### src/rtl/wdog_pkg.sv
package wdog_pkg;

   localparam int unsigned ISEL_W = 2;
   localparam int unsigned NTAP   = 1 << ISEL_W;

   // stored control fields
   typedef struct packed {
      logic              hold;
      logic              tmode;
      logic              csel;
      logic [ISEL_W-1:0] isel;
   } wdog_ctl_t;

   localparam wdog_ctl_t CTL_DEFAULT = '0;

   // bit positions of the word view
   localparam int unsigned B_HOLD  = 7;
   localparam int unsigned B_TMODE = 4;
   localparam int unsigned B_CLR   = 3;
   localparam int unsigned B_CSEL  = 2;

   function automatic int unsigned tap_max(input int unsigned t [NTAP]);
      int unsigned m;
      m = 0;
      for (int i = 0; i < NTAP; i++) if (t[i] > m) m = t[i];
      return m;
   endfunction

endpackage

### src/rtl/wdog_ctl_reg.sv
module wdog_ctl_reg
   import wdog_pkg::*;
#(
   parameter logic [7:0] WKEY = 8'h5A,
   parameter logic [7:0] RKEY = 8'h69
) (
   input  logic        clk,
   input  logic        rst_n,
   input  logic        sys_clr,
   input  logic        bus_sel,
   input  logic        bus_we,
   input  logic [15:0] bus_wdata,
   output logic [15:0] bus_rdata,
   output wdog_ctl_t   ctl,
   output logic        clr_req,
   output logic        key_bad
);

   logic      wr, key_ok, wr_ok;
   wdog_ctl_t ctl_d;
   logic      unused_wbits;

   assign wr      = bus_sel & bus_we;
   assign key_ok  = (bus_wdata[15:8] == WKEY);
   assign wr_ok   = wr & key_ok;
   assign key_bad = wr & ~key_ok;
   assign clr_req = wr_ok & bus_wdata[B_CLR];

   assign unused_wbits = ^{bus_wdata[6:5]};

   always_comb begin
      ctl_d       = ctl;
      ctl_d.hold  = bus_wdata[B_HOLD];
      ctl_d.tmode = bus_wdata[B_TMODE];
      ctl_d.csel  = bus_wdata[B_CSEL];
      ctl_d.isel  = bus_wdata[ISEL_W-1:0];
   end

   always_ff @(posedge clk or negedge rst_n) begin
      if (!rst_n)       ctl <= CTL_DEFAULT;
      else if (sys_clr) ctl <= CTL_DEFAULT;
      else if (wr_ok)   ctl <= ctl_d;
   end

   always_comb begin
      bus_rdata                = '0;
      bus_rdata[15:8]          = RKEY;
      bus_rdata[B_HOLD]        = ctl.hold;
      bus_rdata[B_TMODE]       = ctl.tmode;
      bus_rdata[B_CSEL]        = ctl.csel;
      bus_rdata[ISEL_W-1:0]    = ctl.isel;
   end


   clr_not_stored_chk: assert property (@(posedge clk) disable iff (!rst_n)
      bus_rdata[B_CLR] == 1'b0);

endmodule

### src/rtl/wdog_counter.sv
module wdog_counter
   import wdog_pkg::*;
#(
   parameter int unsigned TAP_LOG2 [NTAP] = '{15, 13, 9, 6},
   parameter int unsigned CNT_W = tap_max(TAP_LOG2)
) (
   input  logic              clk,
   input  logic              rst_n,
   input  logic              sys_clr,
   input  logic              clr_req,
   input  logic              hold,
   input  logic              tick,
   input  logic [ISEL_W-1:0] isel,
   output logic              expire
);

   logic [CNT_W-1:0] count_q;
   logic [NTAP-1:0]  tap_hit;
   logic             adv;

   for (genvar i = 0; i < NTAP; i++) begin : g_tap
      if (TAP_LOG2[i] < 1 || TAP_LOG2[i] > CNT_W)
         $error("tap %0d width out of range", i);
      assign tap_hit[i] = &count_q[TAP_LOG2[i]-1:0];
   end

   assign adv    = tick & ~hold;
   // a service write in the same cycle wins over expiry
   assign expire = adv & tap_hit[isel] & ~clr_req;

   always_ff @(posedge clk or negedge rst_n) begin
      if (!rst_n)                 count_q <= '0;
      else if (sys_clr | clr_req) count_q <= '0;
      else if (adv)               count_q <= count_q + CNT_W'(1);
   end


   hold_freeze_chk: assert property (@(posedge clk) disable iff (!rst_n)
      (hold && !clr_req && !sys_clr) |=> (count_q == $past(count_q)));


   clear_zero_chk: assert property (@(posedge clk) disable iff (!rst_n)
      clr_req |=> (count_q == '0));

endmodule

### src/rtl/wdog_event.sv
module wdog_event (
   input  logic clk,
   input  logic rst_n,
   input  logic key_bad,
   input  logic expire,
   input  logic tmode,
   input  logic irq_ack,
   output logic sys_clr,
   output logic rst_pulse,
   output logic irq_flag
);

   assign sys_clr = key_bad | (expire & ~tmode);

   always_ff @(posedge clk or negedge rst_n) begin
      if (!rst_n) begin
         rst_pulse <= 1'b0;
         irq_flag  <= 1'b0;
      end else begin
         rst_pulse <= sys_clr;
         if (sys_clr)               irq_flag <= 1'b0;
         else if (expire && tmode)  irq_flag <= 1'b1;
         else if (irq_ack)          irq_flag <= 1'b0;
      end
   end


   pulse_single_chk: assert property (@(posedge clk) disable iff (!rst_n)
      rst_pulse |=> !rst_pulse);


   interval_no_rst_chk: assert property (@(posedge clk) disable iff (!rst_n)
      (expire && tmode && !key_bad) |=> (irq_flag && !rst_pulse));

endmodule

### src/rtl/wdog_keyed.sv
module wdog_keyed
   import wdog_pkg::*;
#(
   parameter logic [7:0]  WKEY = 8'h5A,
   parameter logic [7:0]  RKEY = 8'h69,
   parameter int unsigned TAP_LOG2 [NTAP] = '{15, 13, 9, 6}
) (
   input  logic        clk,
   input  logic        rst_n,
   input  logic        clk_en_a,
   input  logic        clk_en_b,
   input  logic        bus_sel,
   input  logic        bus_we,
   input  logic [15:0] bus_wdata,
   output logic [15:0] bus_rdata,
   input  logic        irq_ack,
   output logic        wdt_rst,
   output logic        irq_flag
);

   localparam int unsigned CNT_W = tap_max(TAP_LOG2);

   if (WKEY == RKEY) $error("read key must differ from write key");

   wdog_ctl_t ctl;
   logic      clr_req, key_bad, expire, sys_clr, tick;

   assign tick = ctl.csel ? clk_en_b : clk_en_a;

   wdog_ctl_reg #(.WKEY(WKEY), .RKEY(RKEY)) u_reg (
      .clk, .rst_n, .sys_clr, .bus_sel, .bus_we, .bus_wdata,
      .bus_rdata, .ctl, .clr_req, .key_bad
   );

   wdog_counter #(.TAP_LOG2(TAP_LOG2), .CNT_W(CNT_W)) u_cnt (
      .clk, .rst_n, .sys_clr, .clr_req,
      .hold(ctl.hold), .tick, .isel(ctl.isel), .expire
   );

   wdog_event u_evt (
      .clk, .rst_n, .key_bad, .expire, .tmode(ctl.tmode), .irq_ack,
      .sys_clr, .rst_pulse(wdt_rst), .irq_flag
   );


   bad_key_rst_chk: assert property (@(posedge clk) disable iff (!rst_n)
      (bus_sel && bus_we && bus_wdata[15:8] != WKEY) |=> wdt_rst);


   default_after_rst_chk: assert property (@(posedge clk) disable iff (!rst_n)
      wdt_rst |-> (bus_rdata == {RKEY, 8'h00}));

endmodule

### config.mk
export PLATFORM = sky130hd
export DESIGN_NAME = wdog_keyed
export DESIGN_NICKNAME = d
export VERILOG_FILES = /design/src/rtl/wdog_pkg.sv /design/src/rtl/wdog_ctl_reg.sv /design/src/rtl/wdog_counter.sv /design/src/rtl/wdog_event.sv /design/src/rtl/wdog_keyed.sv
export SDC_FILE = /design/constraint.sdc
export NUM_CORES = 1
export LEC_CHECK = 0
export BUFFER_PORTS_ARGS = -buffer_cell sky130_fd_sc_hd__buf_2
export CAP_MARGIN = 20
export CORE_MARGIN = 4
export CORE_UTILIZATION = 45
export DETAILED_ROUTE_END_ITERATION = 10
export GPL_TIMING_DRIVEN = 1
export PLACE_DENSITY = 0.86
export SYNTH_ARGS = -nofsm -noshare
export SYNTH_HDL_FRONTEND = slang
export SYNTH_SLANG_ARGS = --single-unit
### constraint.sdc
create_clock -name clk -period 2.1 [get_ports clk]
set_input_delay 0.63 -clock clk [delete_from_list [all_inputs] [get_ports clk]]
set_output_delay 0.63 -clock clk [all_outputs]
set_load 0.03 [all_outputs]
# After elaboration in Yosys (flattened, before gate mapping)

Cells that the tools add are included.

Order comparisons: 1
Bitwise operators: 14
Reduce and logical (&&, ||, !) cells: 8
Eq/ne operators: 1
Add/sub/neg operators: 1
Mux-type cells: 10

Operators by type and width:

| operator                                                    | number |
|---|---|
| two-way mux 15 bit                                          | 2 |
| adder 15 x 1 -> 15 bit (second input constant)              | 1 |
| AND reduction 15 bit                                        | 1 |
| AND reduction 13 bit                                        | 1 |
| two-way mux 5 bit                                           | 2 |
| AND reduction 9 bit                                         | 1 |
| bitwise AND 1 bit                                           | 8 |
| == test 8 x 7 -> 1 bit (second input constant)              | 1 |
| AND reduction 6 bit                                         | 1 |
| two-way mux 1 bit                                           | 5 |
| inverter 1 bit                                              | 4 |
| nonzero test 2 bit                                          | 2 |
| less-than comparator 2 x 3 -> 1 bit (second input constant) | 1 |
| nonzero test 3 bit                                          | 1 |
| binary-select mux 1 bit (select 2 bit)                      | 1 |
| bitwise OR 1 bit                                            | 2 |
| logical AND 1 bit                                           | 1 |

Flip-flop bits (word level): 22
Logic and storage cells: 42
Output and inout bits: 18

# Logic depth before layout (Yosys ltp)

Word-level depth: 9
Gate-level depth with buffers: 10
Gate-level depth less buffers: 9

# Modules after synthesis

Synthesis repeated with hierarchy kept, for this count alone.

Cell total of the unflattened synthesis: 143
Area, all modules: 1,363.8 µm²

Modules (own cells, without submodules):

| module       | cells each | instances | area each (µm²) |
|---|---|---|---|
| wdog_counter | 90         | 1         | 842.1 |
| wdog_ctl_reg | 45         | 1         | 426.7 |
| wdog_event   | 7          | 1         | 80.1 |
| wdog_keyed   | 1          | 1         | 15.0 |

# Worst setup path after synthesis

OpenSTA, ideal clock, no wires.

Kind: register -> register
Start point: register u_cnt.count_q[0]
End point: register u_cnt.count_q[3]
Arrival time: 2.035 ns
Slack: -0.007 ns
Clock period less this slack: 2.107 ns
Stages on the path, launching flop included: 11
Buffers on the path: 1
Data required time: 2.028 ns
Cells stage by stage: dfrtp_1 > ha_1 > nand3_1 > nor2_1 > ha_1 > nor2b_1 > a41o_1 > a32oi_2 > o22ai_2 > buf_4 > nor2_1

Longest elaborated chain between the ends: 9
Elaborated cells on any way between the ends: 15

Ends and longest elaborated chain:

| item                                                            | line               | source |
|---|---|---|
| start: declaration                                              | wdog_counter.sv:17 | `logic [CNT_W-1:0] count_q;` |
| start signal: assignment                                        | wdog_counter.sv:34 | `else if (adv) count_q <= count_q + CNT_W'(1);` |
| AND reduction 15 bit (tied with other cells)                    | wdog_counter.sv:24 | `assign tap_hit[i] = &count_q[TAP_LOG2[i]-1:0];` |
| binary-select mux 1 bit (select 2 bit)                          | wdog_counter.sv:29 | `assign expire = adv & tap_hit[isel] & ~clr_req;` |
| two-way mux 1 bit (not written as such)                         | wdog_counter.sv:29 |  |
| bitwise AND 1 bit (2 in a row)                                  | wdog_counter.sv:29 |  |
| bitwise AND 1 bit                                               | wdog_event.sv:13   | `assign sys_clr = key_bad \| (expire & ~tmode);` |
| bitwise OR 1 bit                                                | wdog_event.sv:13   |  |
| bitwise OR 1 bit                                                | wdog_counter.sv:33 | `else if (sys_clr \| clr_req) count_q <= '0;` |
| two-way mux 15 bit / nonzero test 2 bit (equally long branches) | --                 |  |

Parallel ways exist; a longest one is shown, timed or not. The select of a mux whose other input is x is not followed.
A chain may end at the register's enable or synchronous reset.

# Worst setup path after layout

Start point: register u_cnt.count_q[1]
End point: register u_evt.irq_flag

Longest elaborated chain between the ends: 8
Elaborated cells on any way between the ends: 14

Ends and longest elaborated chain:

| item                                                                            | line                               | source |
|---|---|---|
| AND reduction 15 bit (tied with other cells)                                    | wdog_counter.sv:24                 |  |
| binary-select mux 1 bit (select 2 bit) *                                        | wdog_counter.sv:29                 |  |
| two-way mux 1 bit (not written as such) *                                       | wdog_counter.sv:29                 |  |
| bitwise AND 1 bit * (2 in a row)                                                | wdog_counter.sv:29                 |  |
| bitwise AND 1 bit / logical AND 1 bit (equally long branches)                   | wdog_event.sv:13, wdog_event.sv:22 |  |
| bitwise OR 1 bit / two-way mux 1 bit (equally long branches)                    | wdog_event.sv:13, wdog_event.sv:22 |  |
| nonzero test 3 bit (no source line) / two-way mux 1 bit (equally long branches) | --                                 |  |
| end signal: assignment                                                          | wdog_event.sv:18                   | `irq_flag <= 1'b0;` |
| end signal: assignment                                                          | wdog_event.sv:21                   | `if (sys_clr) irq_flag <= 1'b0;` |
| end signal: assignment                                                          | wdog_event.sv:22                   | `else if (expire && tmode) irq_flag <= 1'b1;` |
| end: declaration                                                                | wdog_event.sv:10                   | `output logic irq_flag` |

Every way passes the cells marked *; elsewhere a longest branch is shown, timed or not. The select of a mux whose other input is x is not followed.

==> reports/qor.csv <==
metric;value;unit
Simple-Gate Fraction of Synth Area;22.9;%
Hold Slack;258;ps
Inst Count DP;182;
first-pass GRT wire length;4370;um
WS Path Type;reg2reg;
Syn-to-layout area delta;23.8;%
CTS tree;built;
FF+latch count, synth;22;
vias in the first global route;982;
most frequent cells in the layout;buf_2 (27), dfrtp_1 (22), nor2_1 (15);
clock slew at reported path FFs;120;ps
FF-to-FF End;u_evt.irq_flag;
Slew @ Worst Pin;683;ps
Worst Path Max Fanout;3;
Post-route DRC;0;
# clock sinks;22;
die area;3690;sq um
main area contributors after synthesis;dfrtp_1 (44%), buf_4 (8.4%), xor2_1 (7.7%);
Max Transition Viols Final;0;
power per cell area;607;nW/um^2
Critical path buffers and inverters;1;
Lkg Pwr;0.761;nW
Worst Hold Class;in2async;
I/O Buffers;27;
relative slew slack;54.1;%
Required @ worst endpoint;2330;ps
worst setup path endpoint;u_evt.irq_flag;
Synth area leader;dfrtp_1;
Ant. Diodes;0;
Max clock buf depth;2;
core area;2570;sq um
Post-Synthesis Cells;123;
Compound-Gate Fraction of Synth Area;12.1;%
critical path startpoint category;flip-flop;
Unique masters post-synth;34;
clk root buf;clkbuf_4;
Crit. End Element;flip-flop;
Clock Skew;4.39;ps
initial antenna violation count;0;
clk_lat worst skew;310;ps
Crit path depth;10;
Yosys top cell area share;43.9;%
FF-to-FF Start;u_cnt.count_q[1];
largest family of logic cells by synthesized area;simple AND/OR/NAND/NOR gates;
Initial Utilization;48.8;%
Reg2Reg Depth;10;
share of cells above drive strength 1;38.0;%
Inserted Clock Buffers;3;
start point of the critical path;u_cnt.count_q[1];
Critical Path Most Common Cell;ha_2;
vias;1021;
Final period util;99.6;%
reg2reg setup slack;9;ps
Post-layout nets;184;
Post-Synth Adder-Cell Area;2.00;%
Die Y-Extent;60.8;um
sequential area share after synthesis;43.9;%
final wirelength;2770;um
# setup viols final;0;
Pre-antenna DRT Iters;6;
RSZ-0062 raised after global routing;true;
# H-tree levels;1;
XOR/XNOR share of the synthesized area;9.08;%
Ys Warns;0;
CP top delay family;compound AO/OA/AOI/OAI gates;
post-synthesis mux area share;1.10;%
boundary pin count;41;
most common cell after layout, fill and taps aside;buf_2;
Layout Utilization;60.4;%
Hold Vio Cnt, Final;0;
DP HPWL;1990;um
status;complete, no violations;
CTS Hold Bufs;0;
Arr. time, crit path;2320;ps
post-synthesis area per instance;10.2;sq um
GRT Total Usage;16.0;%
Post-Layout Cell Count;188;
initial drt markers;11;
Post-Synthesis Cell Area;1250;sq um
Tmin final;2090;ps
CP max stage cell;dfrtp_1;
worst path cell trace;ha_2, nand3_2, nor2_2, ha_2, nor2b_1, a41o_1, a32oi_4, buf_6, a311oi_2, a211oi_2;
fmax;478;MHz
largest net degree at the start of global routing;23;
global placement routability congestion;0.803;
CP peak stage delay;430;ps
wire length per cell;14.7;um
DIE WIDTH;60.8;um
post-route ant nets;0;
VDD IR max;0.000460;V
# rows;18;
GRT Residual Overflow;0;
MaxCap Viol Count;0;
Vias/cell;5.43;
-- how the worst min path moves through the flow --
stage / start / to / slack [ps] / cells after the start
floorplan: rst_n / u_cnt.count_q[0] / 330 / 0
global placement: u_cnt.count_q[11] / u_cnt.count_q[11] / 520 / 2
detailed placement: u_cnt.count_q[14] / u_cnt.count_q[14] / 540 / 2
CTS: rst_n / u_cnt.count_q[5] / 280 / 1
global route: rst_n / u_cnt.count_q[5] / 270 / 1
finish: rst_n / u_cnt.count_q[5] / 260 / 1
-- where the power goes --
| group | internal, mW | switching [mW] | leakage, nW |
|---|---|---|---|
| Sequential | 0.442 | 0.0157 | 0.303 |
| Combinational | 0.0625 | 0.0980 | 0.430 |
| Clock | 0.193 | 0.130 | 0.0279 |
| Total | 0.698 | 0.244 | 0.761 |
-- stage by stage --
stage | cell area, sq um | power, mW | setup TNS [ps] | worst slack [ps]
2_1_floorplan | 1290 | 0.560 | 0 | 4.10
3_3_place_gp | 1410 | 0.595 | 0 | 50.5
3_5_place_dp | 1410 | 0.601 | -8.76 | -3.08
6_report | 1550 | 0.942 | 0 | 9.30
4_1_cts | 1470 | 0.918 | -3.63 | -3.63
5_1_grt | 1550 | 0.987 | -209 | -80.6
-- cells by family after synthesis --
kind of cell,count (synthesis)
multiplexers,1
AND/OR/NAND/NOR,50
flip-flops,22
AO/OA/AOI/OAI,19
XOR/XNOR,13
buffers and inverters,14
adder cells (fa/ha/maj),2
other,2
-- worst register-to-register path, cell delays in order (launching register included) --
cell and delay, ps:
dfrtp_1 430, ha_2 210, nand3_2 70, nor2_2 50
ha_2 160, nor2b_1 120, a41o_1 230, a32oi_4 310
buf_6 170, a311oi_2 50, a211oi_2 220
-- per-layer routing --
metal	share of wire [%]	vias to the layer above	GRT usage (%)
li1	-	492	-
met1	40	479	19.7
met2	52	44	27.8
met3	6.1	6	2.55
met4	2.2	0	6.50
met5	0	-	0
-- state kept, by name, indices dropped and copies added, names as in the netlist --
register / cells
u_evt.rst_pulse: 1
u_cnt.count_q: 15
u_reg.bus_rdata: 5
u_evt.irq_flag: 1
-- final cells by class --
| class | count | area (sq um) |
|---|---|---|
| tap | 30 | 37.5 |
| multi-input combinational | 96 | 692 |
| clock inverter | 1 | 30.0 |
| timing repair buffer | 36 | 219 |
| fill | 217 | 1020 |
| sequential | 22 | 551 |
| clock buffer | 3 | 22.5 |
-- what timing repair did --
item | CTS | global route
buffers inserted | 0 | 2
endpoints found under the hold margin | 0 | 0
setup endpoints to repair | 15 | 22
pin swaps | 0 | 7
gates resized for setup | 2 | 11
-- Yosys cell counts, drive strengths merged --
cell type and number:
nor2 19, nor3 3, nor4 1, and3 3, a41o 1, buf 14, a21oi 4, nor2b 1
o22ai 1, a32oi 1, nand4bb 1, a22oi 3, dfrtp 22, and4bb 1, nand2b 1, mux2i 1
xnor2 2, or4bb 1, a211oi 2, ha 2, nand2 6, conb 2, a32o 2, a211o 1
xor2 11, a311oi 1, and4 1, nand3 7, o21ai 3, nand4 5
Note: power is estimated with default switching activity, not from simulation.
